**src/rtl/irq_pkg.sv**
```systemverilog
package irq_pkg;
    localparam int LVL_W      = 3;
    localparam int NUM_VEC    = 7;
    localparam int OFF_W      = 7;
    localparam int SR_W       = 16;
    localparam int ADR_W      = 32;
    localparam int SR_IE_BIT  = 11;
    localparam int SR_LM_LO   = 8;
    localparam logic [LVL_W-1:0] IDLE_LVL = 3'd7;
    localparam logic [ADR_W-1:0] NMI_TARGET = 32'h4000_0008;
    localparam logic [ADR_W-1:0] VEC_BASE   = 32'h4000_0000;
    localparam logic [OFF_W-1:0] MEMCTL_OFF = 7'h20;
    localparam logic [OFF_W-1:0] MODE_OFF   = 7'h40;

    typedef enum logic [1:0] {
        ACT_NONE,
        ACT_RESET,
        ACT_NMI,
        ACT_LEVEL
    } act_e;

    function automatic logic [LVL_W-1:0] sr_mask(input logic [SR_W-1:0] sr);
        return sr[SR_LM_LO +: LVL_W];
    endfunction

    function automatic logic sr_ie(input logic [SR_W-1:0] sr);
        return sr[SR_IE_BIT];
    endfunction
endpackage

```
**src/rtl/irq_vec_regs.sv**
```systemverilog
module irq_vec_regs
    import irq_pkg::*;
#(
    parameter logic [15:0] MEMCTL_VAL = 16'h0000,
    parameter logic [15:0] MODE_VAL   = 16'h0000
) (
    input  logic                         clk,
    input  logic                         rst,
    input  logic                         bus_sel,
    input  logic                         bus_wr,
    input  logic                         bus_two,
    input  logic [OFF_W-1:0]             bus_addr,
    input  logic [15:0]                  bus_wdata,
    output logic [15:0]                  bus_rdata,
    output logic [NUM_VEC-1:0][15:0]     vec_q
);
    logic wr_ok;
    assign wr_ok = bus_sel && bus_wr && bus_two;

    always_ff @(posedge clk) begin
        if (rst) begin
            vec_q <= '0;
        end else begin
            for (int i = 0; i < NUM_VEC; i++) begin
                if (wr_ok && bus_addr == OFF_W'(4 * i))
                    vec_q[i] <= bus_wdata;
            end
        end
    end

    always_comb begin
        bus_rdata = '0;
        if (bus_sel && !bus_wr) begin
            if (bus_addr == MEMCTL_OFF) bus_rdata = MEMCTL_VAL;
            if (bus_addr == MODE_OFF)   bus_rdata = MODE_VAL;
            for (int i = 0; i < NUM_VEC; i++) begin
                if (bus_addr == OFF_W'(4 * i))
                    bus_rdata = vec_q[i];
            end
        end
    end


    size_guard_chk: assert property (@(posedge clk) disable iff (rst)
        (bus_sel && bus_wr && !bus_two) |=> $stable(vec_q));
endmodule

```
**src/rtl/irq_pend_track.sv**
```systemverilog
module irq_pend_track
    import irq_pkg::*;
(
    input  logic             clk,
    input  logic             rst,
    input  logic             rst_req_in,
    input  logic             nmi_in,
    input  logic [LVL_W-1:0] lvl_in,
    input  logic             clr_rst,
    input  logic             clr_nmi,
    output logic             rst_pend,
    output logic             nmi_pend,
    output logic [LVL_W-1:0] lvl_q
);
    always_ff @(posedge clk) begin
        if (rst) begin
            rst_pend <= 1'b0;
            nmi_pend <= 1'b0;
            lvl_q    <= IDLE_LVL;
        end else begin
            lvl_q <= lvl_in;
            if (rst_req_in)   rst_pend <= 1'b1;
            else if (clr_rst) rst_pend <= 1'b0;
            if (nmi_in)       nmi_pend <= 1'b1;
            else if (clr_nmi) nmi_pend <= 1'b0;
        end
    end
endmodule

```
**src/rtl/irq_entry_ctl.sv**
```systemverilog
module irq_entry_ctl
    import irq_pkg::*;
(
    input  logic                     boundary,
    input  logic                     rst_pend,
    input  logic                     nmi_pend,
    input  logic [LVL_W-1:0]         lvl_q,
    input  logic [NUM_VEC-1:0][15:0] vec_q,
    input  logic [ADR_W-1:0]         cur_pc,
    input  logic [SR_W-1:0]          cur_sr,
    input  logic [ADR_W-1:0]         cur_sp,
    output act_e                     act,
    output logic [ADR_W-1:0]         redir_pc,
    output logic [SR_W-1:0]          new_sr,
    output logic [ADR_W-1:0]         new_sp,
    output logic [ADR_W-1:0]         st_word_addr,
    output logic [ADR_W-1:0]         st_word_data,
    output logic [ADR_W-1:0]         st_half_addr,
    output logic [SR_W-1:0]          st_half_data
);
    logic        lvl_ok;
    logic [15:0] vec_sel;

    assign lvl_ok = (lvl_q != IDLE_LVL) && (lvl_q < sr_mask(cur_sr)) && sr_ie(cur_sr);

    always_comb begin
        vec_sel = '0;
        for (int i = 0; i < NUM_VEC; i++)
            if (lvl_q == LVL_W'(i)) vec_sel = vec_q[i];
    end

    always_comb begin
        if (!boundary)     act = ACT_NONE;
        else if (rst_pend) act = ACT_RESET;
        else if (nmi_pend) act = ACT_NMI;
        else if (lvl_ok)   act = ACT_LEVEL;
        else               act = ACT_NONE;
    end

    always_comb begin
        st_word_addr = cur_sp - 32'd4;
        st_word_data = cur_pc;
        st_half_addr = cur_sp - 32'd8;
        st_half_data = cur_sr;
        new_sp       = cur_sp - 32'd8;
        new_sr       = cur_sr;
        new_sr[SR_IE_BIT] = 1'b0;
        redir_pc     = NMI_TARGET;
        if (act == ACT_LEVEL) begin
            new_sr[SR_LM_LO +: LVL_W] = lvl_q;
            redir_pc = VEC_BASE + {16'h0000, vec_sel};
        end
    end
endmodule

```
**src/rtl/irq_accept_unit.sv**
```systemverilog
module irq_accept_unit
    import irq_pkg::*;
#(
    parameter logic [15:0] MEMCTL_VAL = 16'h00C3,
    parameter logic [15:0] MODE_VAL   = 16'h0051
) (
    input  logic        clk,
    input  logic        rst,
    input  logic        rst_req_in,
    input  logic        nmi_in,
    input  logic [2:0]  lvl_in,
    input  logic        boundary,
    input  logic [31:0] cur_pc,
    input  logic [15:0] cur_sr,
    input  logic [31:0] cur_sp,
    input  logic        bus_sel,
    input  logic        bus_wr,
    input  logic        bus_two,
    input  logic [6:0]  bus_addr,
    input  logic [15:0] bus_wdata,
    output logic [15:0] bus_rdata,
    output logic        reset_req,
    output logic        entry_vld,
    output logic [31:0] redir_pc,
    output logic [15:0] new_sr,
    output logic [31:0] new_sp,
    output logic [31:0] st_word_addr,
    output logic [31:0] st_word_data,
    output logic [31:0] st_half_addr,
    output logic [15:0] st_half_data,
    output logic        ack_vld,
    output logic [2:0]  ack_lvl
);
    logic [NUM_VEC-1:0][15:0] vec_q;
    logic                     rst_pend, nmi_pend;
    logic [LVL_W-1:0]         lvl_q;
    act_e                     act;

    irq_vec_regs #(.MEMCTL_VAL(MEMCTL_VAL), .MODE_VAL(MODE_VAL)) u_regs (
        .clk(clk), .rst(rst), .bus_sel(bus_sel), .bus_wr(bus_wr),
        .bus_two(bus_two), .bus_addr(bus_addr), .bus_wdata(bus_wdata),
        .bus_rdata(bus_rdata), .vec_q(vec_q)
    );

    irq_pend_track u_pend (
        .clk(clk), .rst(rst), .rst_req_in(rst_req_in), .nmi_in(nmi_in),
        .lvl_in(lvl_in), .clr_rst(act == ACT_RESET), .clr_nmi(act == ACT_NMI),
        .rst_pend(rst_pend), .nmi_pend(nmi_pend), .lvl_q(lvl_q)
    );

    irq_entry_ctl u_ctl (
        .boundary(boundary), .rst_pend(rst_pend), .nmi_pend(nmi_pend),
        .lvl_q(lvl_q), .vec_q(vec_q), .cur_pc(cur_pc), .cur_sr(cur_sr),
        .cur_sp(cur_sp), .act(act), .redir_pc(redir_pc), .new_sr(new_sr),
        .new_sp(new_sp), .st_word_addr(st_word_addr), .st_word_data(st_word_data),
        .st_half_addr(st_half_addr), .st_half_data(st_half_data)
    );

    assign reset_req = (act == ACT_RESET);
    assign entry_vld = (act == ACT_NMI) || (act == ACT_LEVEL);
    assign ack_vld   = (act == ACT_LEVEL);
    assign ack_lvl   = lvl_q;


    one_action_chk: assert property (@(posedge clk) disable iff (rst)
        $onehot0({reset_req, entry_vld}));

    idle_no_action_chk: assert property (@(posedge clk) disable iff (rst)
        !boundary |-> (!reset_req && !entry_vld && !ack_vld));

    reset_clears_chk: assert property (@(posedge clk) disable iff (rst)
        (reset_req && !rst_req_in) |=> (boundary |-> !reset_req));

    nmi_clears_chk: assert property (@(posedge clk) disable iff (rst)
        (entry_vld && !ack_vld && !nmi_in && !rst_req_in) |=> (boundary |-> !(entry_vld && !ack_vld) || !$stable(lvl_q) || ack_vld));

    frame_shape_chk: assert property (@(posedge clk) disable iff (rst)
        entry_vld |-> (new_sp == st_half_addr && st_word_addr == st_half_addr + 32'd4 && !new_sr[SR_IE_BIT]));

    ack_allowed_chk: assert property (@(posedge clk) disable iff (rst)
        ack_vld |-> (cur_sr[SR_IE_BIT] && ack_lvl < cur_sr[SR_LM_LO +: LVL_W]));

    level_kept_chk: assert property (@(posedge clk) disable iff (rst)
        (ack_vld && lvl_in == ack_lvl) |=> (lvl_q == $past(ack_lvl)));
endmodule

```
**config.mk**
```make
export PLATFORM = sky130hd
export DESIGN_NAME = irq_accept_unit
export DESIGN_NICKNAME = d
export VERILOG_FILES = /design/src/rtl/irq_pkg.sv /design/src/rtl/irq_vec_regs.sv /design/src/rtl/irq_pend_track.sv /design/src/rtl/irq_entry_ctl.sv /design/src/rtl/irq_accept_unit.sv
export SDC_FILE = /design/constraint.sdc
export NUM_CORES = 1
export LEC_CHECK = 0
export BUFFER_PORTS_ARGS = -buffer_cell sky130_fd_sc_hd__buf_2
export CORE_UTILIZATION = 30
export DETAILED_ROUTE_END_ITERATION = 8
export SYNTH_ARGS = -nofsm -noshare
export SYNTH_HDL_FRONTEND = slang
export SYNTH_SLANG_ARGS = --single-unit
```
**constraint.sdc**
```tcl
create_clock -name clk -period 2.9 [get_ports clk]
set_input_delay 0.145 -clock clk [delete_from_list [all_inputs] [get_ports clk]]
set_output_delay 0.145 -clock clk [all_outputs]
set_load 0.03 [all_outputs]
```
==> results.toml <==
[synthesis]
synth-edff-count = 0
syn_area_per_cell_sq_um = 7.211
yosys_most_used_dff = "sky130_fd_sc_hd__dfxtp_1"
postSynth.asyncResetShare = 0
number_of_unique_standard_cell_types_used_by_synthesis = 65
ys.warnings.count = 0
ys_ff_latch = 117
post_synth_instance_area_sq_mm = 0.008437
synth-seq-area-share = 0.2776
synth_cells = 1170

[clocking]
worstSkewPairLatency_ps = 410
max_h_tree_level = 4
cts_repair_resize_count = 0
clock_sinks = 117
cts.hold.buffers_added = 5
tritoncts.num_buffers = 17
post_cts.repair.setup_buffers = 0
clk_path_buf_depth = 2
cts_root_buffer = "sky130_fd_sc_hd__clkbuf_16"
cts.reportedPaths.clkPinSlew_ps = 50
tritoncts = "built"

[timing]
final.setup.tns_ps = 0
finalHoldViolations = 0
post-route-min-period_ps = 2725
final_max_slew_viol_count = 0
rsz_0062_raised_after_global_routing = "no"
clock.fmax_mhz = 367.0
fin_worst_hold_slack_ps = 47.30
worst_slew_pin_slew_ps = 993.0
final-setup-viol-count = 0
timing.max_slew.rel_slack = 0.3209
period_utilisation_layout = 0.9397
final.setup_skew_ps = 1.131

[power]
power-per-cell-area_mw_per_mm2 = 448.4
static-leakage-power_nw = 3.601
clockPowerShare = 0.454
power_switching_share = 0.3106
ir_drop_mv = 0.4173
power.share.combinational = 0.175
net-switching-power_mw = 1.355
seq_power_share = 0.372
int_pwr_mw = 3.007

[worst_setup_path]
worst_path_most_repeated_cell = "sky130_fd_sc_hd__buf_2"
timing.critical_path.cells = "buf_2 > or4_4 > a2111oi_0 > buf_4 > o21bai_1 > a21oi_1 > buf_2"
crit_path_start_kind = "input port"
path_class = "in -> out"
critical_path.n_buffers_inverters = 3
critical_path_required_ps = 2760
gate_family_responsible_for_the_most_delay_along_the_worst_path = "compound AO/OA/AOI/OAI gates"
timing.critical_path.to_type = "output pin"
cp.arrival_ps = 2580
worstPathMaxFanout = 23
cp_slowest_cell = "sky130_fd_sc_hd__a2111oi_0"
max_stage_delay_ps = 890

[floorplan]
rows = 61
floorplan.die.height_microns = 169.7
die_area_sq_mm = 0.02880
io-pin-count = 328
die_x_microns = 169.7
initial_core_util = 0.3045
core_sq_mm = 0.02771

[route]
detail_route.iter0.violations = 928
routedWlPerCell_microns = 20.54
routed_wirelength_microns = 33950
via_per_inst = 5.279
dr.pass1.iters = 5
drc = 0
route.vias.total = 8727
ant_nets = 0

[finish]
finalCoreUtilization = 0.3511
regArea_sq_mm = 0.002344
num-nets-final = 1379
final_layout_size_suffix_gt1_frac = 0.2398
area_growth_syn_to_layout_pct = 15.30
multi_input_area_sq_mm = 0.004880
layout_commonest_cell = "sky130_fd_sc_hd__nand2_1"
leading_cell_types_in_the_layout_fill_and_taps_excluded = "sky130_fd_sc_hd__nand2_1, sky130_fd_sc_hd__buf_2, sky130_fd_sc_hd__a21oi_1, sky130_fd_sc_hd__dfxtp_1, sky130_fd_sc_hd__nor2_1"
fillers = 3000

[grt]
largest_net_degree_at_the_start_of_global_routing = 60
number_of_global_route_vias_before_repair = 8094
wire_length_of_the_first_global_routing_pass_microns = 49700
grt_antenna_before_repair = 5
grt-ovfl-total = 0
globalRouteTotalUtil = 0.2299

[hold_path]
timing.hold.worst.class = "in -> reg"

[place]
place_congestion = 0.9011
placement.io_buffers = 202
place_hpwl_microns = 25030

[run]
drv.max_cap_violation_count = 0

[run_status]
run_status = "finished clean"
## power groups by stage
stage                     registers (mW)  clock network [mW]  logic [mW]
after floorplan                     1.66                   0       0.659
after global placement              1.66                   0       0.750
after detailed placement            1.66                   0       0.750
after CTS                           1.62                2.02       0.758
after global routing                1.62                2.08       0.800
final                               1.62                1.98       0.761
## cell families after synthesis
logic type / after synthesis / synth area share
DFF: 117 / 0.2776
other: 2 / 0.0008901
and+or+nand+nor: 464 / 0.2628
buffers and inverters: 214 / 0.1510
AOI/OAI and AO/OA: 282 / 0.2030
muxes: 31 / 0.04019
xor gates and xnor gates: 55 / 0.05710
adders and majority gates: 5 / 0.007415
## state kept, by name, indices dropped and copies added (netlist names)
signal           cells
u_pend.lvl_q         3
u_pend.rst_pend      1
u_pend.nmi_pend      1
u_regs.vec_q       112
## metal layers
layer | track usage | wire length, microns
met5 | 0 | 31
met4 | 0.09597 | 1124
met3 | 0.04478 | 2961
met2 | 0.4043 | 16960
met1 | 0.2713 | 12870
## stage by stage
| step | cells | area [sq um] | total power, mW | worst slack, ps |
|---|---|---|---|---|
| detailed placement | 1614 | 9121 | 2.406 | 292.3 |
| finish | 1653 | 9728 | 4.362 | 175.0 |
| floorplan | 1185 | 8493 | 2.315 | 215.1 |
| global placement | 1614 | 9121 | 2.405 | 310.1 |
| CTS | 1650 | 9721 | 4.394 | 198.0 |
| global route | 1652 | 9726 | 4.504 | 29.72 |
## synth_stat cells (2+ instances only)
| master | number | area, sq um |
|---|---|---|
| sky130_fd_sc_hd__a22o_1 | 6 | 52.55 |
| sky130_fd_sc_hd__and3_1 | 6 | 37.54 |
| sky130_fd_sc_hd__nor2_1 | 48 | 180.2 |
| sky130_fd_sc_hd__nor2_2 | 3 | 18.77 |
| sky130_fd_sc_hd__buf_1 | 3 | 11.26 |
| sky130_fd_sc_hd__a22oi_1 | 13 | 97.59 |
| sky130_fd_sc_hd__nand3b_1 | 3 | 22.52 |
| sky130_fd_sc_hd__o22ai_1 | 2 | 12.51 |
| sky130_fd_sc_hd__nor3b_2 | 2 | 25.02 |
| sky130_fd_sc_hd__a21oi_1 | 159 | 795.8 |
| sky130_fd_sc_hd__xor2_1 | 18 | 157.7 |
| sky130_fd_sc_hd__buf_2 | 12 | 60.06 |
| sky130_fd_sc_hd__or4_4 | 3 | 33.78 |
| sky130_fd_sc_hd__a211oi_1 | 18 | 135.1 |
| sky130_fd_sc_hd__mux2i_1 | 26 | 260.3 |
| sky130_fd_sc_hd__nor3b_1 | 3 | 22.52 |
| sky130_fd_sc_hd__o22a_1 | 11 | 96.34 |
| sky130_fd_sc_hd__mux2_2 | 3 | 33.78 |
| sky130_fd_sc_hd__nor4_4 | 4 | 85.08 |
| sky130_fd_sc_hd__buf_4 | 119 | 893.4 |
| sky130_fd_sc_hd__o21ai_0 | 27 | 135.1 |
| sky130_fd_sc_hd__nor2b_1 | 21 | 131.4 |
| sky130_fd_sc_hd__xnor2_1 | 37 | 324.1 |
| sky130_fd_sc_hd__inv_1 | 23 | 86.33 |
| sky130_fd_sc_hd__ha_1 | 5 | 62.56 |
| sky130_fd_sc_hd__clkbuf_1 | 55 | 206.5 |
| sky130_fd_sc_hd__a311oi_1 | 12 | 105.1 |
| sky130_fd_sc_hd__and2_1 | 3 | 18.77 |
| sky130_fd_sc_hd__nand4_1 | 2 | 12.51 |
| sky130_fd_sc_hd__mux4_2 | 2 | 45.04 |
| sky130_fd_sc_hd__nand3_1 | 30 | 150.1 |
| sky130_fd_sc_hd__nor3_1 | 10 | 50.05 |
| sky130_fd_sc_hd__nor4_1 | 11 | 68.82 |
| sky130_fd_sc_hd__nor4b_1 | 10 | 87.58 |
| sky130_fd_sc_hd__o2bb2ai_1 | 10 | 87.58 |
| sky130_fd_sc_hd__nor3_4 | 2 | 32.53 |
| sky130_fd_sc_hd__o211ai_1 | 11 | 82.58 |
| sky130_fd_sc_hd__or3_1 | 2 | 12.51 |
| sky130_fd_sc_hd__or2_2 | 5 | 31.28 |
| sky130_fd_sc_hd__conb_1 | 2 | 7.510 |
| sky130_fd_sc_hd__nand2b_1 | 3 | 18.77 |
| sky130_fd_sc_hd__dfxtp_1 | 117 | 2342 |
| sky130_fd_sc_hd__o32ai_1 | 2 | 17.52 |
| sky130_fd_sc_hd__a32oi_1 | 2 | 17.52 |
| sky130_fd_sc_hd__nand2_1 | 284 | 1066 |
## area by class of cell
cell class	count	share of cell area
clock inverters	12	0.01093
flip-flops and latches	117	0.2409
multi-input cells	854	0.5016
diodes	3	0.0007717
well taps	378	0.04862
clock buffers	19	0.04553
inverters	23	0.008875
repair buffers	247	0.1428
## worst register-to-register path, stage by stage (launching register included)
cell	delay [ps]
sky130_fd_sc_hd__dfxtp_1	310
sky130_fd_sc_hd__nand2b_1	170
sky130_fd_sc_hd__a21oi_1	150
sky130_fd_sc_hd__nor2_1	40
## worst paths after layout
check / start / end / slack [ps] / cells past startpoint
worst min-delay path: boundary / u_pend.rst_pend / 50 / 4
worst min register to register: u_regs.vec_q[53] / u_regs.vec_q[53] / 470 / 2
worst max register to register: u_pend.rst_pend / u_pend.nmi_pend / 2090 / 3
worst max-delay path: bus_addr[2] / bus_rdata[4] / 170 / 7
Power figures use the tool's default switching activity.
